File: src/rtl/dbg_sec_pkg.sv
package dbg_sec_pkg;
  typedef enum logic [1:0] {
    KIND_READ  = 2'd0,
    KIND_WRITE = 2'd1,
    KIND_HALT  = 2'd2,
    KIND_ERASE = 2'd3
  } dbg_kind_e;

  localparam int KIND_W = 2;
  localparam int KIND_N = 1 << KIND_W;
endpackage

File: src/rtl/dbg_boot_window.sv
module dbg_boot_window #(
  parameter int PREBOOT_CYCLES = 32
) (
  input  logic clk,
  input  logic rst,
  input  logic cpu_cyc,
  output logic boot_win
);
  localparam int CW = $clog2(PREBOOT_CYCLES + 1);
  localparam logic [CW-1:0] LAST = CW'(PREBOOT_CYCLES);

  logic [CW-1:0] cnt_q;
  logic          done;

  assign done = (cnt_q == LAST);

  // Saturating count of processor cycles since reset
  always_ff @(posedge clk) begin
    if (rst) begin
      cnt_q <= '0;
    end else if (cpu_cyc && !done) begin
      cnt_q <= cnt_q + 1'b1;
    end
  end

  assign boot_win = !done;
endmodule

File: src/rtl/dbg_lock_bit.sv
module dbg_lock_bit (
  input  logic clk,
  input  logic rst,
  input  logic boot_win,
  input  logic fw_lock_we,
  input  logic fw_lock_d,
  output logic locked
);
  logic lock_q;

  // Set-only: a zero write and any write after the window leave it alone
  always_ff @(posedge clk) begin
    if (rst) begin
      lock_q <= 1'b0;
    end else if (fw_lock_we && fw_lock_d && boot_win) begin
      lock_q <= 1'b1;
    end
  end

  assign locked = lock_q;
endmodule

File: src/rtl/dbg_erase_track.sv
module dbg_erase_track (
  input  logic clk,
  input  logic rst,
  input  logic erase_start,
  input  logic erase_done,
  output logic erase_busy
);
  logic busy_q;

  always_ff @(posedge clk) begin
    if (rst) begin
      busy_q <= 1'b0;
    end else if (erase_start) begin
      busy_q <= 1'b1;
    end else if (erase_done) begin
      busy_q <= 1'b0;
    end
  end

  assign erase_busy = busy_q;
endmodule

File: src/rtl/dbg_req_gate.sv
module dbg_req_gate
  import dbg_sec_pkg::*;
(
  input  logic              boot_win,
  input  logic              locked,
  input  logic              erase_busy,
  input  logic              dbg_req,
  input  logic [KIND_W-1:0] dbg_kind,
  output logic              dbg_grant,
  output logic              dbg_deny,
  output logic              erase_start
);
  logic [KIND_N-1:0] allow;

  // One permission line per request kind; only erase survives the lock
  for (genvar k = 0; k < KIND_N; k++) begin : g_kind
    if (k == int'(KIND_ERASE)) begin : g_erase
      assign allow[k] = !boot_win && !erase_busy;
    end else begin : g_other
      assign allow[k] = !boot_win && !erase_busy && !locked;
    end
  end

  assign dbg_grant   = dbg_req &&  allow[dbg_kind];
  assign dbg_deny    = dbg_req && !allow[dbg_kind];
  assign erase_start = dbg_grant && (dbg_kind == KIND_ERASE);
endmodule

File: src/rtl/dbg_sec_ctrl.sv
module dbg_sec_ctrl
  import dbg_sec_pkg::*;
#(
  parameter int PREBOOT_CYCLES = 32
) (
  input  logic              clk,
  input  logic              rst,
  input  logic              cpu_cyc,
  input  logic              fw_lock_we,
  input  logic              fw_lock_d,
  input  logic              dbg_req,
  input  logic [KIND_W-1:0] dbg_kind,
  input  logic              erase_done,
  output logic              boot_win,
  output logic              locked,
  output logic              dbg_grant,
  output logic              dbg_deny,
  output logic              dbg_takeover
);
  logic erase_busy;
  logic erase_start;

  dbg_boot_window #(.PREBOOT_CYCLES(PREBOOT_CYCLES)) u_win (
    .clk      (clk),
    .rst      (rst),
    .cpu_cyc  (cpu_cyc),
    .boot_win (boot_win)
  );

  dbg_lock_bit u_lock (
    .clk        (clk),
    .rst        (rst),
    .boot_win   (boot_win),
    .fw_lock_we (fw_lock_we),
    .fw_lock_d  (fw_lock_d),
    .locked     (locked)
  );

  dbg_erase_track u_erase (
    .clk         (clk),
    .rst         (rst),
    .erase_start (erase_start),
    .erase_done  (erase_done),
    .erase_busy  (erase_busy)
  );

  dbg_req_gate u_gate (
    .boot_win    (boot_win),
    .locked      (locked),
    .erase_busy  (erase_busy),
    .dbg_req     (dbg_req),
    .dbg_kind    (dbg_kind),
    .dbg_grant   (dbg_grant),
    .dbg_deny    (dbg_deny),
    .erase_start (erase_start)
  );

  assign dbg_takeover = !boot_win && !locked;
endmodule

File: config.mk
export PLATFORM = sky130hd
export DESIGN_NAME = dbg_sec_ctrl
export DESIGN_NICKNAME = d
export VERILOG_FILES = /design/src/rtl/dbg_sec_pkg.sv /design/src/rtl/dbg_boot_window.sv /design/src/rtl/dbg_lock_bit.sv /design/src/rtl/dbg_erase_track.sv /design/src/rtl/dbg_req_gate.sv /design/src/rtl/dbg_sec_ctrl.sv
export SDC_FILE = /design/constraint.sdc
export NUM_CORES = 1
export LEC_CHECK = 0
export BUFFER_PORTS_ARGS = -buffer_cell sky130_fd_sc_hd__buf_2
export CORE_AREA = 2 2 39 41
export DETAILED_ROUTE_END_ITERATION = 8
export DIE_AREA = 0 0 41 43
export PLACE_DENSITY = 0.66
export SETUP_SLACK_MARGIN = 0.4
export SLEW_MARGIN = 20
export SYNTH_ARGS = -nofsm -noshare
export SYNTH_HDL_FRONTEND = slang
export SYNTH_SLANG_ARGS = --single-unit
File: constraint.sdc
create_clock -name clk -period 4.4 [get_ports clk]
set_clock_uncertainty 0.15 [all_clocks]
set_input_delay 0.22 -clock clk [delete_from_list [all_inputs] [get_ports clk]]
set_output_delay 0.22 -clock clk [all_outputs]
set_load 0.01 [all_outputs]
==> flow_metrics.py, run 1 <==
metrics = {
    "sta": {
        "drv_slew": 0,
        "worst_slew_pin_slew_ns": 0.4485,
        "rsz0062_at_grt": "no",
        "max_slew_margin": 0.6997,
        "final.period_utilization": 0.4555,
        "hold_viol": 0,
        "finalSetupViolations": 0,
        "fin_crit_ns": 2.004,
        "fmax_mhz": 498.9,
        "finalSetupTns_ns": 0,
    },
    "critical_path": {
        "path_class": "reg2out",
        "worstPathCellList": "inv_1 -> ha_1 -> nor2b_1 -> and2_4 -> and3_1 -> buf_2",
        "path_buf_inv": 2,
        "crit_path_top_delay_cell": "dfxtp_1",
        "cp_data_required_time_ns": 4.03,
        "critPathMaxFanout": 6,
        "start_kind": "register",
        "slowest_delay_ns": 0.35,
        "cp_data_arrival_time_ns": 1.63,
        "critical-path-top-delay-family": "simple AND/OR/NAND/NOR gates",
        "critPathCaptureType": "output pin",
    },
    "cells_and_area": {
        "final_cell_mix": "buf_2, dfxtp_1, nand4_1",
        "seq_area_um2": 160.2,
        "nFillCells": 148,
        "area_growth_pct": 20.32,
        "layout_commonest_cell": "buf_2",
        "postLayoutCoreUtil": 0.4069,
        "multi_input_area_um2": 276.5,
        "drive_above_1_share": 0.2857,
        "n_antenna_cell": 0,
        "finalNetCount": 83,
    },
    "grt": {
        "antenna_found_initial": 0,
        "grt_pass1_wl_mm": 1.462,
        "grt_use_total": 0.1185,
        "grt_max_degree": 12,
        "gr-total-overflow": 0,
        "grt_pass1_vias": 374,
    },
    "clock_tree": {
        "clk_pin_slew_ns": 0.05,
        "h-tree-depth": 1,
        "cts.sinks": 8,
        "cts_root_buf": "clkbuf_4",
        "post_cts_buffers": 0,
        "clock_latency_ns": 0.25,
        "numCtsBuffers": 3,
        "cts_tree": "yes",
        "ctsResizeCount": 0,
        "postCtsHoldBufs": 0,
        "clock_path_buffers": 2,
    },
    "detailed_routing": {
        "drt-vias-per-instance": 5.174,
        "drc_errors": 0,
        "vias": 445,
        "drt.antenna.violating_nets": 0,
        "drt-pass1-iter-count": 3,
        "post_drt_wl_per_cell_um": 11.09,
        "wl_um": 954,
        "first_iter_violations": 10,
    },
    "die": {
        "initial_core_util": 0.3382,
        "fp.dieH_um": 43,
        "dieWidth_um": 41,
        "rows": 14,
        "core_um2": 1384,
        "num_io_pins": 14,
        "die-area_um2": 1763,
    },
    "power": {
        "ir_worst_vdd_mv": 0.1155,
        "p_per_area_nw_per_um2": 311.2,
        "p_leak_nw": 0.2351,
        "fin_total_pwr_uw": 175.2,
    },
    "logic_synthesis": {
        "synthCells": 56,
        "synth_area_leaders": "dfxtp_1, nand4_1, ha_1",
        "synth_warnings": 0,
        "ys_ff_latch": 8,
        "synth_edf_count": 0,
        "synth_area_leader_cell": "dfxtp_1",
        "ys_dominant_reg_cell": "dfxtp_1",
        "ys_seq_area_frac": 0.3422,
        "synth_area_per_cell_um2": 8.356,
        "synthArstFlopShare": 0,
        "synth_top_area_frac": 0.3422,
        "ys_types": 27,
        "syn_nets": 67,
        "syn_area_um2": 467.9,
    },
    "placed_design": {
        "portBuffers": 13,
        "gp_congestion": 0.8256,
        "hpwl_um": 703.2,
    },
    "status": {
        "status": "completed",
    },
    "run": {
        "cap_violations": 0,
    },
    "min_path": {
        "hp-class": "in2reg",
    },
}
cell usage after synthesis, types with 2 or more instances:
cell type	instances
inv_1	4
nand4_1	6
nor2_1	3
or4b_1	2
dfxtp_1	8
a21oi_1	4
ha_1	2
or3_1	2
nand2_1	5
xor2_1	2
nand3_1	2
layout make-up:
class | count | share of cell area
clock buffers | 3 | 0.04000
inverters | 5 | 0.03333
multi-input cells | 41 | 0.4911
flip-flops and latches | 8 | 0.2844
well taps | 16 | 0.03556
repair buffers | 13 | 0.1156
routing by layer:
| layer | share of wire | up-vias | wire length (um) | global-route usage |
|---|---|---|---|---|
| met5 | 0 | - | 0 | 0 |
| met4 | 0 | 0 | 0 | 0.06000 |
| met3 | 0.052 | 0 | 50 | 0.01571 |
| met2 | 0.46 | 13 | 442 | 0.1844 |
| met1 | 0.48 | 198 | 460 | 0.1511 |
| li1 | - | 234 | - | - |
flip-flops by register name, indices dropped and copies added, names as in the netlist:
signal	flops
u_erase.erase_busy	1
u_win.cnt_q	6
u_lock.locked	1
logic make-up after synthesis:
family,after synthesis,synth area share
compound gates,11,0.1631
xor+xnor,2,0.03744
fa+ha+maj,2,0.05347
buf+inv,7,0.06682
flops,8,0.3422
simple gates,26,0.3369
where the power goes:
group / leakage [nW] / switching (mW) / internal (mW) / total, mW
Clock: 0.0138 / 0.0240 / 0.0312 / 0.0552
Combinational: 0.156 / 0.0193 / 0.0156 / 0.0349
Sequential: 0.0652 / 0.00725 / 0.0779 / 0.0851
through the flow:
stage,cells,hold slack (ns),cell area [um^2],setup WS (ns)
6_report,86,0.01738,563.0,2.396
3_3_place_gp,83,0.2746,540.5,2.691
3_5_place_dp,83,0.2755,540.5,2.645
5_1_grt,86,0.01921,563.0,2.248
4_1_cts,86,0.01372,563.0,2.375
2_1_floorplan,56,0.1865,467.9,2.789
final timing paths:
kind	slack [ns]	from	to	cells after the start
worst max-delay path	2.40	u_win.cnt_q[0]	dbg_grant	6
worst min-delay path	0.02	erase_done	u_erase.erase_busy	2
worst max register to register	2.89	u_win.cnt_q[0]	u_erase.erase_busy	6
worst min register to register	0.34	u_win.cnt_q[5]	u_win.cnt_q[5]	2
worst register-to-register path: stages (launching register included):
cell	delay, ns
dfxtp_1	0.35
inv_1	0.10
ha_1	0.16
nor2b_1	0.30
and2_4	0.22
inv_2	0.04
o32ai_1	0.10
No activity file was read; power rests on OpenSTA's default activity.
==> run 2: changes to the inputs <==
--- a/config.mk
+++ b/config.mk
@@ -9,7 +9,7 @@
 export CORE_AREA = 2 2 39 41
 export DETAILED_ROUTE_END_ITERATION = 8
 export DIE_AREA = 0 0 41 43
-export PLACE_DENSITY = 0.66
+export PLACE_DENSITY = 0.68
 export SETUP_SLACK_MARGIN = 0.4
 export SLEW_MARGIN = 20
 export SYNTH_ARGS = -nofsm -noshare
==> constraint.sdc (replaced) <==
create_clock -name clk -period 1.7 [get_ports clk]
set_clock_uncertainty 0.15 [all_clocks]
set_input_delay 0.085 -clock clk [delete_from_list [all_inputs] [get_ports clk]]
set_output_delay 0.085 -clock clk [all_outputs]
set_load 0.01 [all_outputs]
==> flow_metrics.py, run 2 (same netlist as run 1, synthesis figures left out) <==
metrics = {
    "status": {
        "status": "completed",
    },
    "critical_path": {
        "critPathMaxFanout": 3,
        "cp_data_arrival_time_ns": 1.36,
        "path_class": "reg2out",
        "start_kind": "register",
        "reg2reg_from": "u_win.cnt_q[0]",
        "critPathCaptureType": "output pin",
        "cp-startpoint": "u_win.cnt_q[0]",
        "r2r_setup_slack_ns": 0.15,
        "cp-endpoint": "dbg_grant",
        "r2r_end": "u_win.cnt_q[2]",
        "cp_data_required_time_ns": 1.46,
        "worstRegToRegCells": 7,
    },
    "grt": {
        "grt_pass1_vias": 487,
        "antenna_found_initial": 0,
        "grt_use_total": 0.1680,
        "gr-total-overflow": 0,
        "grt_max_degree": 11,
        "grt_pass1_wl_mm": 1.966,
    },
    "detailed_routing": {
        "drt.antenna.violating_nets": 0,
        "drc_errors": 0,
        "wl_mm": 1.328,
        "drt-pass1-iter-count": 4,
        "highest_layer": "met4",
        "routedLengthMet1_um": 552,
        "dr_wl_met3_um": 72,
        "post_drt_wl_per_cell_um": 13.55,
        "wl_met2_um": 680,
        "first_iter_violations": 9,
        "vias": 529,
        "drt-vias-per-instance": 5.398,
    },
    "power": {
        "p_leak_nw": 0.3056,
        "p_per_area_nw_per_um2": 776.5,
        "p_comb_frac": 0.373,
        "internal_power_uw": 407.4,
        "p_sw_frac": 0.3148,
        "ir_worst_vdd_mv": 0.3323,
        "pwr-share-seq": 0.372,
        "p_clk_frac": 0.254,
        "p_switching_uw": 187.2,
    },
    "die": {
        "fp.dieH_um": 43,
        "initial_core_util": 0.3382,
        "dieWidth_um": 41,
        "core_um2": 1384,
        "rows": 14,
        "die-area_um2": 1763,
        "num_io_pins": 14,
    },
    "clock_tree": {
        "clock_path_buffers": 2,
        "cts_tree": "yes",
        "clk_pin_slew_ns": 0.06,
        "numCtsBuffers": 3,
        "cts_root_buf": "clkbuf_4",
        "clock_latency_ns": 0.26,
        "cts.sinks": 8,
        "h-tree-depth": 1,
    },
    "cells_and_area": {
        "drive_above_1_share": 0.5366,
        "largest_reg_flops": 6,
        "regMostFlops": "u_win.cnt_q",
        "finalNetCount": 95,
        "n_antenna_cell": 0,
        "final_cell_area_um2": 765.7,
        "area_growth_pct": 63.64,
        "final_cell_mix": "buf_2, nand4_1, buf_4",
        "stdcell_count": 98,
        "postLayoutCoreUtil": 0.5533,
        "layout_commonest_cell": "buf_2",
    },
    "sta": {
        "fin_crit_ns": 1.594,
        "worst_slew_pin_slew_ns": 0.2591,
        "fmax_mhz": 627.2,
        "finalSetupTns_ns": 0,
        "rsz0062_at_grt": "yes",
        "hold_viol": 0,
        "final.period_utilization": 0.9378,
        "drv_slew": 0,
        "finalSetupViolations": 0,
        "max_slew_margin": 0.8250,
        "setup_ws_ns": 0.1057,
    },
    "placed_design": {
        "hpwl_um": 747,
        "dpl_cell_area_um2": 560.5,
        "dp.cells": 83,
        "gp_congestion": 0.8274,
        "portBuffers": 13,
        "pre_cts_ws_ns": 0.2258,
    },
    "run": {
        "cap_violations": 0,
    },
    "min_path": {
        "hp-class": "in2reg",
    },
}
## run 2: power groups by stage
stage                     logic, mW  clock network (mW)  registers [mW]
after detailed placement      0.105                   0           0.230
final                         0.222               0.151           0.221
after CTS                     0.173               0.153           0.221
after floorplan              0.0789                   0           0.224
after global routing          0.238               0.159           0.223
after global placement        0.103                   0           0.230
## run 2: per-stage QoR
stage	hold WS [ns]	power, mW
after floorplan	0.05147	0.3030
after global placement	0.1409	0.3321
after detailed placement	0.1464	0.3355
after CTS	0.02978	0.5472
after global routing	0.04606	0.6202
final	0.02917	0.5946
## run 2: worst min-delay path by stage
stage,from,endpoint,slack (ns),cells past startpoint
3_5_place_dp,erase_done,u_erase.erase_busy,0.15,2
5_1_grt,fw_lock_d,u_lock.locked,0.05,4
3_3_place_gp,erase_done,u_erase.erase_busy,0.14,2
2_1_floorplan,erase_done,u_erase.erase_busy,0.05,1
4_1_cts,fw_lock_d,u_lock.locked,0.03,4
6_report,fw_lock_d,u_lock.locked,0.03,4
## run 2: cell type report
class                           instances  area (um^2)
Clock buffer                            3        22.52
Fill cell                             123        618.1
Inverter                                5        21.27
Multi-Input combinational cell         41        345.3
Sequential cell                         8        171.4
Tap cell                               16        20.02
Timing Repair Buffer                   25        185.2
## run 2: critical path: stages (launching register included)
cell and delay [ns]:
dfxtp_4 0.35, inv_4 0.06, ha_4 0.12, nor2b_4 0.15, and2_4 0.16, and3_4 0.17
buf_6 0.09
## run 2: layer usage
metal,vias to the layer above,GRT usage
li1,260,-
met5,-,0
met1,249,0.1845
met2,18,0.2688
met4,0,0.1400
met3,2,0.01571
## run 2: what timing repair did
action                                  CTS  global route
endpoints found under the hold margin     5             0
setup buffers                             6             2
pin swaps                                 2             5
endpoints found under the setup margin    8            11
resized for setup                        11             9
hold buffers                              4             0
==> run 3: changes to the inputs <==
--- a/config.mk
+++ b/config.mk
@@ -9,6 +9,7 @@
 export CORE_AREA = 2 2 39 41
 export DETAILED_ROUTE_END_ITERATION = 8
 export DIE_AREA = 0 0 41 43
+export MAX_ROUTING_LAYER = met4
 export PLACE_DENSITY = 0.68
 export SETUP_SLACK_MARGIN = 0.4
 export SLEW_MARGIN = 20
==> flow_metrics.py, run 3 (same netlist as run 1, synthesis figures left out) <==
metrics = {
    "status": {
        "status": "completed",
    },
    "cells_and_area": {
        "final_cell_mix": "buf_2, nand4_1, buf_4",
        "drive_above_1_share": 0.5366,
        "seq_area_um2": 171.4,
        "area_growth_pct": 63.64,
        "stdcell_count": 98,
        "nFillCells": 123,
        "regMostFlops": "u_win.cnt_q",
        "layout_commonest_cell": "buf_2",
        "finalNetCount": 95,
        "multi_input_area_um2": 345.3,
        "largest_reg_flops": 6,
        "n_antenna_cell": 0,
    },
    "die": {
        "fp.dieH_um": 43,
        "core_um2": 1384,
        "die-area_um2": 1763,
        "rows": 14,
        "initial_core_util": 0.3382,
        "dieWidth_um": 41,
        "num_io_pins": 14,
    },
    "sta": {
        "worst_slew_pin_slew_ns": 0.2591,
        "fin_crit_ns": 1.598,
        "fmax_mhz": 625.8,
        "final.period_utilization": 0.9399,
        "drv_slew": 0,
        "finalSetupViolations": 0,
        "finalSetupTns_ns": 0,
        "hold_viol": 0,
        "max_slew_margin": 0.8250,
        "rsz0062_at_grt": "yes",
    },
    "critical_path": {
        "cp_data_arrival_time_ns": 1.36,
        "critPathCaptureType": "output pin",
        "crit_path_top_delay_cell": "dfxtp_4",
        "critPathMaxFanout": 3,
        "cp_data_required_time_ns": 1.46,
        "worstPathCellList": "inv_4 -> ha_4 -> nor2b_4 -> and2_4 -> and3_4 -> buf_6",
        "reg2reg_from": "u_win.cnt_q[0]",
        "critical-path-top-delay-family": "simple AND/OR/NAND/NOR gates",
        "path_class": "reg2out",
        "cp-startpoint": "u_win.cnt_q[0]",
        "slowest_delay_ns": 0.35,
        "start_kind": "register",
        "path_buf_inv": 2,
    },
    "detailed_routing": {
        "vias": 524,
        "drc_errors": 0,
        "first_iter_violations": 8,
        "drt-vias-per-instance": 5.347,
        "routedLengthMet1_um": 559,
        "highest_layer": "met4",
        "post_drt_wl_per_cell_um": 13.49,
        "drt.antenna.violating_nets": 0,
        "wl_met2_um": 687,
        "wl_mm": 1.322,
        "drt-pass1-iter-count": 4,
        "dr_wl_met3_um": 56,
    },
    "clock_tree": {
        "cts.sinks": 8,
        "cts_root_buf": "clkbuf_4",
        "clk_pin_slew_ns": 0.06,
        "clock_path_buffers": 2,
        "clock_latency_ns": 0.26,
        "numCtsBuffers": 3,
        "h-tree-depth": 1,
        "cts_tree": "yes",
    },
    "grt": {
        "grt_pass1_wl_mm": 1.973,
        "grt_max_degree": 11,
        "gr-total-overflow": 0,
        "grt_use_total": 0.1722,
        "antenna_found_initial": 0,
        "grt_pass1_vias": 490,
    },
    "power": {
        "p_leak_nw": 0.3056,
        "p_per_area_nw_per_um2": 776.4,
        "ir_worst_vdd_mv": 0.3296,
    },
    "placed_design": {
        "dp.cells": 83,
        "portBuffers": 13,
        "hpwl_um": 747,
        "gp_congestion": 0.8399,
    },
    "run": {
        "cap_violations": 0,
    },
    "min_path": {
        "hp-class": "in2reg",
        "hold_start": "fw_lock_d",
    },
}
==> run 3: cell counts in the layout (fill, tap and decap cells not counted) <==
Identical to the previous run, type by type.
==> run 3: where the power goes <==
| group | internal [mW] | total, mW | switching, mW |
|---|---|---|---|
| Combinational | 0.120 | 0.222 | 0.102 |
| Clock | 0.0812 | 0.151 | 0.0698 |
| Sequential | 0.206 | 0.221 | 0.0149 |
==> run 3: cell type report <==
cell class,count,share of cell area
Inverter,5,0.02778
Timing Repair Buffer,25,0.2418
Tap cell,16,0.02614
Clock buffer,3,0.02941
Multi-Input combinational cell,41,0.4510
Sequential cell,8,0.2239
==> run 3: metrics by stage <==
step	worst slack, ns	utilization	total power [mW]	area (um^2)	hold WS [ns]
floorplan	0.4085	-	0.3030	488.0	0.05147
global placement	0.2669	0.4051	0.3321	560.5	0.1409
detailed placement	0.2258	0.4051	0.3355	560.5	0.1464
CTS	0.1132	0.5172	0.5472	715.7	0.02978
global route	0.07411	0.5533	0.6202	765.7	0.04606
finish	0.1021	0.5533	0.5945	765.7	0.03083
==> run 3: final timing paths <==
kind               endpoint  slack (ns)  cells after the start
max               dbg_grant        0.10                      6
min           u_lock.locked        0.03                      4
max reg2reg  u_win.cnt_q[2]        0.14                      7
min reg2reg  u_win.cnt_q[5]        0.37                      2
==> run 3: timing repair <==
action                     in CTS  in global routing
pin swaps                       2                  5
hold endpoints to repair        5                  0
setup endpoints to repair       8                 11
hold buffers                    4                  0
buffers inserted                6                  2
gates resized for setup        11                  9
==> run 3: worst min-delay path, cell delays in order <==
cell and delay, ns:
buf_2 0.07, nand2_1 0.04, a21oi_1 0.10, o21a_1 0.11
==> run 3: layer usage <==
metal | track usage | vias up
met5 | - | -
met4 | 0.1400 | 0
met3 | 0.01571 | 2
met2 | 0.2688 | 13
met1 | 0.1845 | 247
li1 | - | 262
